$ cat config.mk
export PLATFORM = sky130hd
export DESIGN_NAME = spi_ready_master
export DESIGN_NICKNAME = d
export VERILOG_FILES = /design/src/rtl/spi_ready_master.sv
export SDC_FILE = /design/constraint.sdc
export NUM_CORES = 1
export LEC_CHECK = 0
export ABC_AREA = 1
export BUFFER_PORTS_ARGS = -buffer_cell sky130_fd_sc_hd__buf_2
export CORE_MARGIN = 2
export CORE_UTILIZATION = 61
export DETAILED_ROUTE_END_ITERATION = 6
export PLACE_DENSITY = 0.89
export SLEW_MARGIN = 5
export SYNTH_ARGS = -nofsm -noshare
export SYNTH_HDL_FRONTEND = slang
export SYNTH_SLANG_ARGS = --single-unit
$ cat constraint.sdc
create_clock -name clk -period 6 [get_ports clk]
set_input_delay 0.3 -clock clk [delete_from_list [all_inputs] [get_ports clk]]
set_output_delay 0.3 -clock clk [all_outputs]
set_load 0.03 [all_outputs]
$ cat src/rtl/spi_ready_master.sv
module spi_ready_master #(
  parameter int DIV_W = 8,
  parameter int GAP_W = 8,
  parameter int TO_W  = 16
) (
  input  logic             clk,
  input  logic             rst_n,
  input  logic             start,
  input  logic [7:0]       cmd_word,
  input  logic [7:0]       resp_words,
  input  logic [DIV_W-1:0] cfg_div,
  input  logic [GAP_W-1:0] cfg_pre,
  input  logic [GAP_W-1:0] cfg_gap,
  input  logic [GAP_W-1:0] cfg_post,
  input  logic [TO_W-1:0]  cfg_timeout,
  input  logic             cfg_cpol,
  input  logic             cfg_lsb_first,
  input  logic             cfg_late_sample,
  input  logic             cfg_sel_high,
  output logic             sclk,
  output logic             mosi,
  input  logic             miso,
  output logic             sel,
  input  logic             ready_n,
  output logic             busy,
  output logic             done,
  output logic             timeout_err,
  output logic [7:0]       rx_word,
  output logic             rx_valid
);
  typedef enum logic [2:0] {S_IDLE, S_PRE, S_CMD, S_GAP, S_RDY, S_RESP, S_POST} st_t;
  st_t st;

  logic [7:0]       cmd_q, left_q, rx_q, rx_next;
  logic [2:0]       bit_q;
  logic             half_q;
  logic [DIV_W-1:0] div_cnt;
  logic [GAP_W-1:0] gap_cnt;
  logic [TO_W-1:0]  to_cnt;

  wire       shifting = (st == S_CMD) || (st == S_RESP);
  wire [2:0] idx      = cfg_lsb_first ? bit_q : 3'd7 - bit_q;
  wire       half_end = div_cnt == cfg_div - 1'b1;
  wire       word_end = shifting && half_end && half_q && (bit_q == 3'd7);
  wire       capture  = shifting && half_end && (half_q == cfg_late_sample);

  assign sclk = cfg_cpol ^ (shifting && half_q);
  assign mosi = (st == S_CMD) && cmd_q[idx];
  assign sel  = (st != S_IDLE) ~^ cfg_sel_high;
  assign busy = st != S_IDLE;

  always_comb begin
    rx_next = rx_q;
    if (capture) rx_next[idx] = miso;
  end

  always_ff @(posedge clk or negedge rst_n) begin
    if (!rst_n) begin
      st <= S_IDLE;
      cmd_q <= '0; left_q <= '0; rx_q <= '0; rx_word <= '0;
      bit_q <= '0; half_q <= 1'b0; div_cnt <= '0; gap_cnt <= '0; to_cnt <= '0;
      done <= 1'b0; rx_valid <= 1'b0; timeout_err <= 1'b0;
    end else begin
      done <= 1'b0;
      rx_valid <= 1'b0;
      if (shifting) begin
        rx_q <= rx_next;
        if (half_end) begin
          div_cnt <= '0;
          half_q  <= ~half_q;
          if (half_q) bit_q <= bit_q + 3'd1;
        end else begin
          div_cnt <= div_cnt + 1'b1;
        end
      end
      case (st)
        S_IDLE: if (start) begin
          st <= S_PRE; cmd_q <= cmd_word; left_q <= resp_words;
          gap_cnt <= '0; timeout_err <= 1'b0;
        end
        S_PRE: if (gap_cnt == cfg_pre) begin
          st <= S_CMD; div_cnt <= '0; half_q <= 1'b0; bit_q <= '0;
        end else gap_cnt <= gap_cnt + 1'b1;
        S_CMD: if (word_end) begin
          gap_cnt <= '0;
          st <= (left_q == 8'd0) ? S_POST : S_GAP;
        end
        S_GAP: if (gap_cnt == cfg_gap) begin
          st <= S_RDY; to_cnt <= '0;
        end else gap_cnt <= gap_cnt + 1'b1;
        S_RDY: if (!ready_n) begin
          st <= S_RESP; div_cnt <= '0; half_q <= 1'b0; bit_q <= '0;
        end else if (to_cnt == cfg_timeout) begin
          st <= S_IDLE; timeout_err <= 1'b1; done <= 1'b1;
        end else to_cnt <= to_cnt + 1'b1;
        S_RESP: if (word_end) begin
          rx_valid <= 1'b1; rx_word <= rx_next;
          left_q <= left_q - 8'd1; gap_cnt <= '0; to_cnt <= '0;
          st <= (left_q == 8'd1) ? S_POST : S_RDY;
        end
        S_POST: if (gap_cnt == cfg_post) begin
          st <= S_IDLE; done <= 1'b1;
        end else gap_cnt <= gap_cnt + 1'b1;
        default: st <= S_IDLE;
      endcase
    end
  end

  assert_ready_gate_R7: assert property (@(posedge clk) disable iff (!rst_n)
    (st == S_RESP && $past(st) == S_RDY) |-> !$past(ready_n));
  assert_sel_idle_R12: assert property (@(posedge clk) disable iff (!rst_n)
    !busy |-> (sel == !cfg_sel_high));
  assert_sclk_rest_R3: assert property (@(posedge clk) disable iff (!rst_n)
    $fell(busy) |-> ($past(sclk) == cfg_cpol));
  assert_valid_pulse_R9: assert property (@(posedge clk) disable iff (!rst_n)
    rx_valid |=> !rx_valid);
  assert_err_cause_R8: assert property (@(posedge clk) disable iff (!rst_n)
    $rose(timeout_err) |-> $past(st == S_RDY && ready_n));
  assert_done_idle_R10: assert property (@(posedge clk) disable iff (!rst_n)
    done |-> !busy);
endmodule

==> flow_summary.ini, run 1 <==
[run_status]
outcome = complete, no violations

[clocking]
cts_tree = yes
cts_setup_buffers = 0
insertion_delay_ns = 0.37
cts_hold_buffers = 0
clk_pin_slew_worst_paths_ns = 0.08
clock-sinks = 74
htreeDepth = 3
ctsRootBufferMaster = clkbuf_8
cts_buffers = 9
cts_max_path_buffers = 2
postCtsResizedCells = 0

[critical_path]
cp.required_ns = 6.25
critPathMaxFanout = 18
crit_top_cell = nand2_1
arrival_ns = 2.70
crit_path_start_kind = flip-flop
cp_top_family = simple AND/OR/NAND/NOR gates
crit_buf_inv = 1
crit_slowest_cell = dfrtp_1
cp_slowest_stage_delay_ns = 0.45
cp_cell_sequence = inv_2 > nor2_4 > nand2_4 > nand2_4 > nand2_1 > nor2_1 > nand3_1 > nor2_2 > nand4_4 > nand2_2 > nand4_2 > nand2_1 > nand2_1
cp-end-kind = flip-flop
critPathKind = flip-flop to flip-flop

[synth]
synthArstFlopShare = 1.00
yosysSeqAreaShare = 0.370
ys_ff_latch = 74
yosysTopAreaCellShare = 0.370
ys_types = 37
ys.flop_type = dfrtp_1
post-synth-top-count-cell = nand2_1
syn_area_um2 = 5000
synthTopCellsByArea = dfrtp_1 37%, nand2_1 17%, nand3_1 5.7%, nor2_1 5.3%, xnor2_1 5.1%
yosys-top-cells-count = 228 x nand2_1, 74 x dfrtp_1, 70 x nor2_1, 57 x nand3_1, 53 x inv_1
synth_edf_count = 0
synth_warnings = 0
avgSynthCellArea_um2 = 7.16
syn_nets = 780
synth_top_cell_by_area = dfrtp_1
netlist_instances = 699

[die]
die_height_um = 94.6
floorplan.initialDensity = 0.618
coreArea_um2 = 8090
rows = 33
num_io_pins = 88
die_w_um = 94.6
die-area_um2 = 8940

[detailed_routing]
drt-total-wl_um = 11700
drc_errors = 0
route.vias.total = 4900
ant_nets = 0
drt-wirelength-per-cell_um = 13.1
viasPerCell = 5.47
first_iter_violations = 277
firstDrtPassIters = 5

[final_layout]
fillers = 678
regArea_um2 = 1850
fin_cells = 896
drive_gt1_frac = 0.190
antenna_cells = 0
area_delta_synth_final_pct = 14.3
nets = 867
multi_input_area_um2 = 2850

[sta]
rsz0062_at_grt = false
final-setup-viol-count = 0
fin_crit_ns = 2.45
tightest_slew_ns = 0.927
skew_ns = 0.00797
period_share = 0.408
slew_viol_final = 0
max_slew_margin = 0.382
finalSetupTns_ns = 0
hold_viol = 0
finalHoldWorstSlack_ns = 0.138
fmax_mhz = 409

[placed_design]
place.gp.congestion = 0.872
dp.cells = 880
io_buffers = 87
dpl.hpwl_um = 8850

[run]
drv_cap = 0

[global_routing]
grt_pass1_wl_um = 19800
grt_pass1_vias = 4673
gr-total-overflow = 0
grt_max_degree = 75
antenna_found_initial = 0
track_usage = 0.278

[worst_hold_path]
hp-class = input port to asynchronous set/reset pin

[power_and_ir_drop]
power_density_nw_per_um2 = 323
leakagePower_uw = 0.00289
ir_worst_vdd_mv = 0.310
==> where the power goes <==
group | leakage [uW] | switching (uW) | internal [uW]
clock | 0.000103 | 200 | 204
sequential | 0.000989 | 105 | 602
combinational | 0.00180 | 478 | 260
==> flip-flops by register name, summed over array words and instances (netlist names), 3 cells and up <==
signal	cells
div_cnt	8
bit_q	3
left_q	8
to_cnt	16
st	3
cmd_q	8
rx_q	8
rx_word	8
gap_cnt	8
==> cell type report <==
cell class / count / area share
inverter: 62 / 0.0407
timing repair buffer: 88 / 0.0775
clock inverter: 6 / 0.0114
sequential: 74 / 0.324
multi-input combinational: 551 / 0.499
tap: 105 / 0.0230
clock buffer: 10 / 0.0241
==> kinds of logic (layout without fill, tap and decap cells) <==
kind of cell / count (synthesis) / after routing / synth area share
AO/OA/AOI/OAI: 59 / 59 / 0.0643
XOR/XNOR: 55 / 55 / 0.0963
adder cells (fa/ha/maj): 8 / 8 / 0.0200
buffers and inverters: 74 / 166 / 0.0593
flip-flops: 74 / 74 / 0.370
multiplexers: 8 / 8 / 0.0180
AND/OR/NAND/NOR: 421 / 421 / 0.372
==> final timing paths <==
kind | slack (ns) | from | to | cells after the start
min | 0.14 | rst_n | div_cnt[7]$_DFF_PN0_ | 2
min in group clk | 0.17 | cmd_word[3] | cmd_q[3]$_DFFE_PN0P_ | 2
max reg2reg | 3.55 | st[0]$_DFFE_PN0P_ | to_cnt[5]$_DFFE_PN0P_ | 13
max in group asynchronous | 5.25 | rst_n | div_cnt[2]$_DFF_PN0_ | 2
min reg2reg | 0.48 | rx_word[0]$_DFFE_PN0P_ | rx_word[0]$_DFFE_PN0P_ | 2
max | 3.55 | st[0]$_DFFE_PN0P_ | to_cnt[5]$_DFFE_PN0P_ | 13
==> layout by cell type, fill, tap and decap left out, types with 2 or more instances in the layout <==
| master | synthesis | final |
|---|---|---|
| nand2_4 | 2 | 2 |
| inv_2 | 9 | 9 |
| a21boi_0 | 2 | 2 |
| dfrtp_1 | 74 | 74 |
| nor3b_1 | 3 | 3 |
| a21oi_1 | 10 | 10 |
| nor2_2 | 2 | 2 |
| mux2_2 | 8 | 8 |
| nor4_1 | 5 | 5 |
| nor2_4 | 2 | 2 |
| clkinv_2 | 0 | 2 |
| nor2_1 | 70 | 70 |
| nand2_2 | 4 | 4 |
| or2_2 | 16 | 16 |
| clkbuf_8 | 0 | 10 |
| buf_2 | 3 | 87 |
| ha_1 | 8 | 8 |
| o21ai_1 | 14 | 14 |
| nand3b_1 | 2 | 2 |
| o21bai_1 | 2 | 2 |
| inv_1 | 53 | 53 |
| xor2_1 | 26 | 26 |
| o22ai_1 | 3 | 3 |
| nand4_1 | 13 | 13 |
| xnor2_1 | 29 | 29 |
| nand3_1 | 57 | 57 |
| o21ai_0 | 23 | 23 |
| nand2_1 | 228 | 228 |
| nor3_1 | 14 | 14 |
==> per-layer routing <==
metal	part of all wire	vias to the layer above	global-route usage
li1	-	2424	-
met1	0.42	2294	0.328
met2	0.51	151	0.494
met3	0.052	31	0.0455
met4	0.026	0	0.133
met5	0	-	0
==> worst reg2reg max path, delay by kind of cell, from the launching register on <==
kind	cells	cell delay (ns)
flops	1	0.45
simple gates	12	1.80
buf+inv	1	0.09
==> metrics by stage <==
| stage | worst slack, ns | instance area (um^2) | total power (uW) | utilization |
|---|---|---|---|---|
| after floorplan | 3.85 | 5000 | 1260 | - |
| after global placement | 3.59 | 5510 | 1390 | 0.681 |
| after detailed placement | 3.49 | 5510 | 1440 | 0.681 |
| after CTS | 3.56 | 5720 | 1840 | 0.706 |
| after global routing | 3.33 | 5720 | 1980 | 0.706 |
| final | 3.55 | 5720 | 1850 | 0.706 |
Power figures use the tool's default switching activity.
==> run 2, diff against run 1 <==
--- a/config.mk
+++ b/config.mk
@@ -8,9 +8,9 @@
 export ABC_AREA = 1
 export BUFFER_PORTS_ARGS = -buffer_cell sky130_fd_sc_hd__buf_2
 export CORE_MARGIN = 2
-export CORE_UTILIZATION = 61
+export CORE_UTILIZATION = 51
 export DETAILED_ROUTE_END_ITERATION = 6
-export PLACE_DENSITY = 0.89
+export PLACE_DENSITY = 0.8
 export SLEW_MARGIN = 5
 export SYNTH_ARGS = -nofsm -noshare
 export SYNTH_HDL_FRONTEND = slang
==> constraint.sdc (replaced) <==
create_clock -name clk -period 2.1 [get_ports clk]
set_input_delay 0.105 -clock clk [delete_from_list [all_inputs] [get_ports clk]]
set_output_delay 0.105 -clock clk [all_outputs]
set_load 0.03 [all_outputs]
==> run 2 against run 1 <==
Compared with the run above: the run now ends with negative setup slack left; core utilization decreased by 5.4 points; die area increased by 19%; clock power increased to 2.9 times the previous value; critical path type unchanged; highest routed layer unchanged.
==> flow_summary.ini, run 2 (synthesis gave the netlist of run 1 again) <==
[critical_path]
crit_buf_inv = 2
cp_cell_sequence = inv_2 > nor2_4 > nand2_4 > nand2_4 > nand2_2 > nor2_2 > nand3_2 > nor2_4 > nand4_4 > buf_4 > a21boi_4 > nand2_2 > nand2_1 > nand2_1
cp_top_family = simple AND/OR/NAND/NOR gates
cp.required_ns = 2.35
critPathMaxFanout = 5
regToRegSetupSlack_ns = -0.03
path_depth = 14
rr_worst_depth = 14
arrival_ns = 2.39
r2r-start = st[0]$_DFFE_PN0P_
crit_slowest_cell = dfrtp_2
cp-end-kind = flip-flop
crit_end = st[1]$_DFFE_PN0P_
critPathKind = flip-flop to flip-flop
cp_slowest_stage_delay_ns = 0.44
crit_path_start_kind = flip-flop
crit_start = st[0]$_DFFE_PN0P_
timing.rr.end = st[1]$_DFFE_PN0P_

[worst_hold_path]
hp-class = input port to flip-flop

[power_and_ir_drop]
swShare = 0.418
power_density_nw_per_um2 = 953
combPwrFrac = 0.463
leakagePower_uw = 0.00313
ir_worst_vdd_mv = 0.674
pwr-share-clk = 0.198
p_sw_uw = 2500
seqPwrFrac = 0.339
p_int_uw = 3490

[global_routing]
grt_max_degree = 75
gr-total-overflow = 0
grt_pass1_vias = 4865
track_usage = 0.249
antenna_found_initial = 0
grt_pass1_wl_um = 21000

[sta]
rsz0062_at_grt = true
setup_ws_ns = -0.0348
fmax_mhz = 468
max_slew_margin = 0.630
tightest_slew_ns = 0.554
fin_crit_ns = 2.13
slew_viol_final = 0
final-setup-viol-count = 3
hold_viol = 0
period_share = 1.02
skew_ns = 0.0176

[final_layout]
antenna_cells = 0
regArea_um2 = 1860
largest_reg_flops = 16
fillers = 866
final_util = 0.652
fin_area_um2 = 6280
multi_input_area_um2 = 2970
area_delta_synth_final_pct = 25.6
final_common_cell = nand2_1
most-common-layout-cells = 223 x nand2_1, 86 x buf_2, 69 x dfrtp_1
drive_gt1_frac = 0.252
top_register = to_cnt
nets = 907

[clocking]
cts_tree = yes
clock-sinks = 74
ctsRootBufferMaster = clkbuf_8
clk_pin_slew_worst_paths_ns = 0.09
cts_buffers = 9
cts_max_path_buffers = 2
htreeDepth = 3
insertion_delay_ns = 0.37

[die]
die-area_um2 = 10600
floorplan.initialDensity = 0.519
die_w_um = 103
die_height_um = 103
rows = 36
coreArea_um2 = 9640
num_io_pins = 88

[run_status]
outcome = complete, but fails checks
violations = negative setup slack

[placed_design]
place.gp.congestion = 0.865
post-place-ws_ns = 0.0153
dpl.hpwl_um = 9030
placed_area_um2 = 5770
io_buffers = 87

[detailed_routing]
ant_nets = 0
drc_errors = 0
drt-total-wl_um = 12900
first_iter_violations = 246
firstDrtPassIters = 5
drt-wirelength-per-cell_um = 13.4
viasPerCell = 5.28
route.vias.total = 5087

[run]
drv_cap = 0
==> run 2: worst min-delay path by stage <==
| stage | end | from | slack [ns] | cells past startpoint |
|---|---|---|---|---|
| floorplan | bit_q[0]$_DFF_PN0_ | rst_n | -0.19 | 0 |
| global placement | rx_q[5]$_DFFE_PN0N_ | rst_n | 0.16 | 2 |
| detailed placement | rx_word[6]$_DFFE_PN0P_ | rst_n | 0.17 | 2 |
| CTS | left_q[6]$_DFFE_PN0P_ | resp_words[6] | 0.04 | 5 |
| global route | left_q[6]$_DFFE_PN0P_ | resp_words[6] | 0.05 | 5 |
| finish | left_q[6]$_DFFE_PN0P_ | resp_words[6] | 0.04 | 5 |
==> run 2: routing by layer <==
| layer | GRT usage | part of all wire | up-vias |
|---|---|---|---|
| met3 | 0.0481 | 0.050 | 31 |
| met2 | 0.437 | 0.51 | 162 |
| met5 | 0 | 0 | - |
| li1 | - | - | 2498 |
| met1 | 0.303 | 0.42 | 2396 |
| met4 | 0.0951 | 0.023 | 0 |
==> run 2: area by class of cell <==
class | instances | share of cell area
well taps | 133 | 0.0265
multi-input cells | 551 | 0.473
flip-flops and latches | 74 | 0.296
repair buffers | 128 | 0.135
clock inverters | 7 | 0.0133
clock buffers | 9 | 0.0197
inverters | 62 | 0.0374
==> run 2: timing repair <==
action	in CTS	in global routing
endpoints found under the hold margin	82	0
setup buffers	1	6
resized for setup	8	34
cloned	0	1
hold buffers	9	0
pin swaps	3	13
setup endpoints to repair	1	47
==> run 2: worst min-delay path: stages <==
cell	delay (ns)
buf_2	0.08
nand2_1	0.04
nand2_1	0.05
nand2_1	0.04
nand2_1	0.05
==> run 2: metrics by stage <==
step / instances / TNS (ns) / hold slack (ns) / power, uW
after global placement: 931 / 0 / 0.164 / 4320
after global routing: 964 / -1.26 / 0.0496 / 6390
after floorplan: 699 / 0 / -0.191 / 3590
after detailed placement: 931 / 0 / 0.172 / 4430
after CTS: 957 / 0 / 0.0366 / 5690
final: 964 / -0.0782 / 0.0369 / 5990
==> run 2: power by group through the flow <==
| stage | sequential, uW | combinational, uW | clock (uW) |
|---|---|---|---|
| 6_report | 2030 | 2770 | 1190 |
| 5_1_grt | 2060 | 3070 | 1260 |
| 4_1_cts | 2010 | 2480 | 1210 |
| 3_5_place_dp | 2030 | 2400 | 0 |
| 3_3_place_gp | 2010 | 2310 | 0 |
| 2_1_floorplan | 1970 | 1620 | 0 |
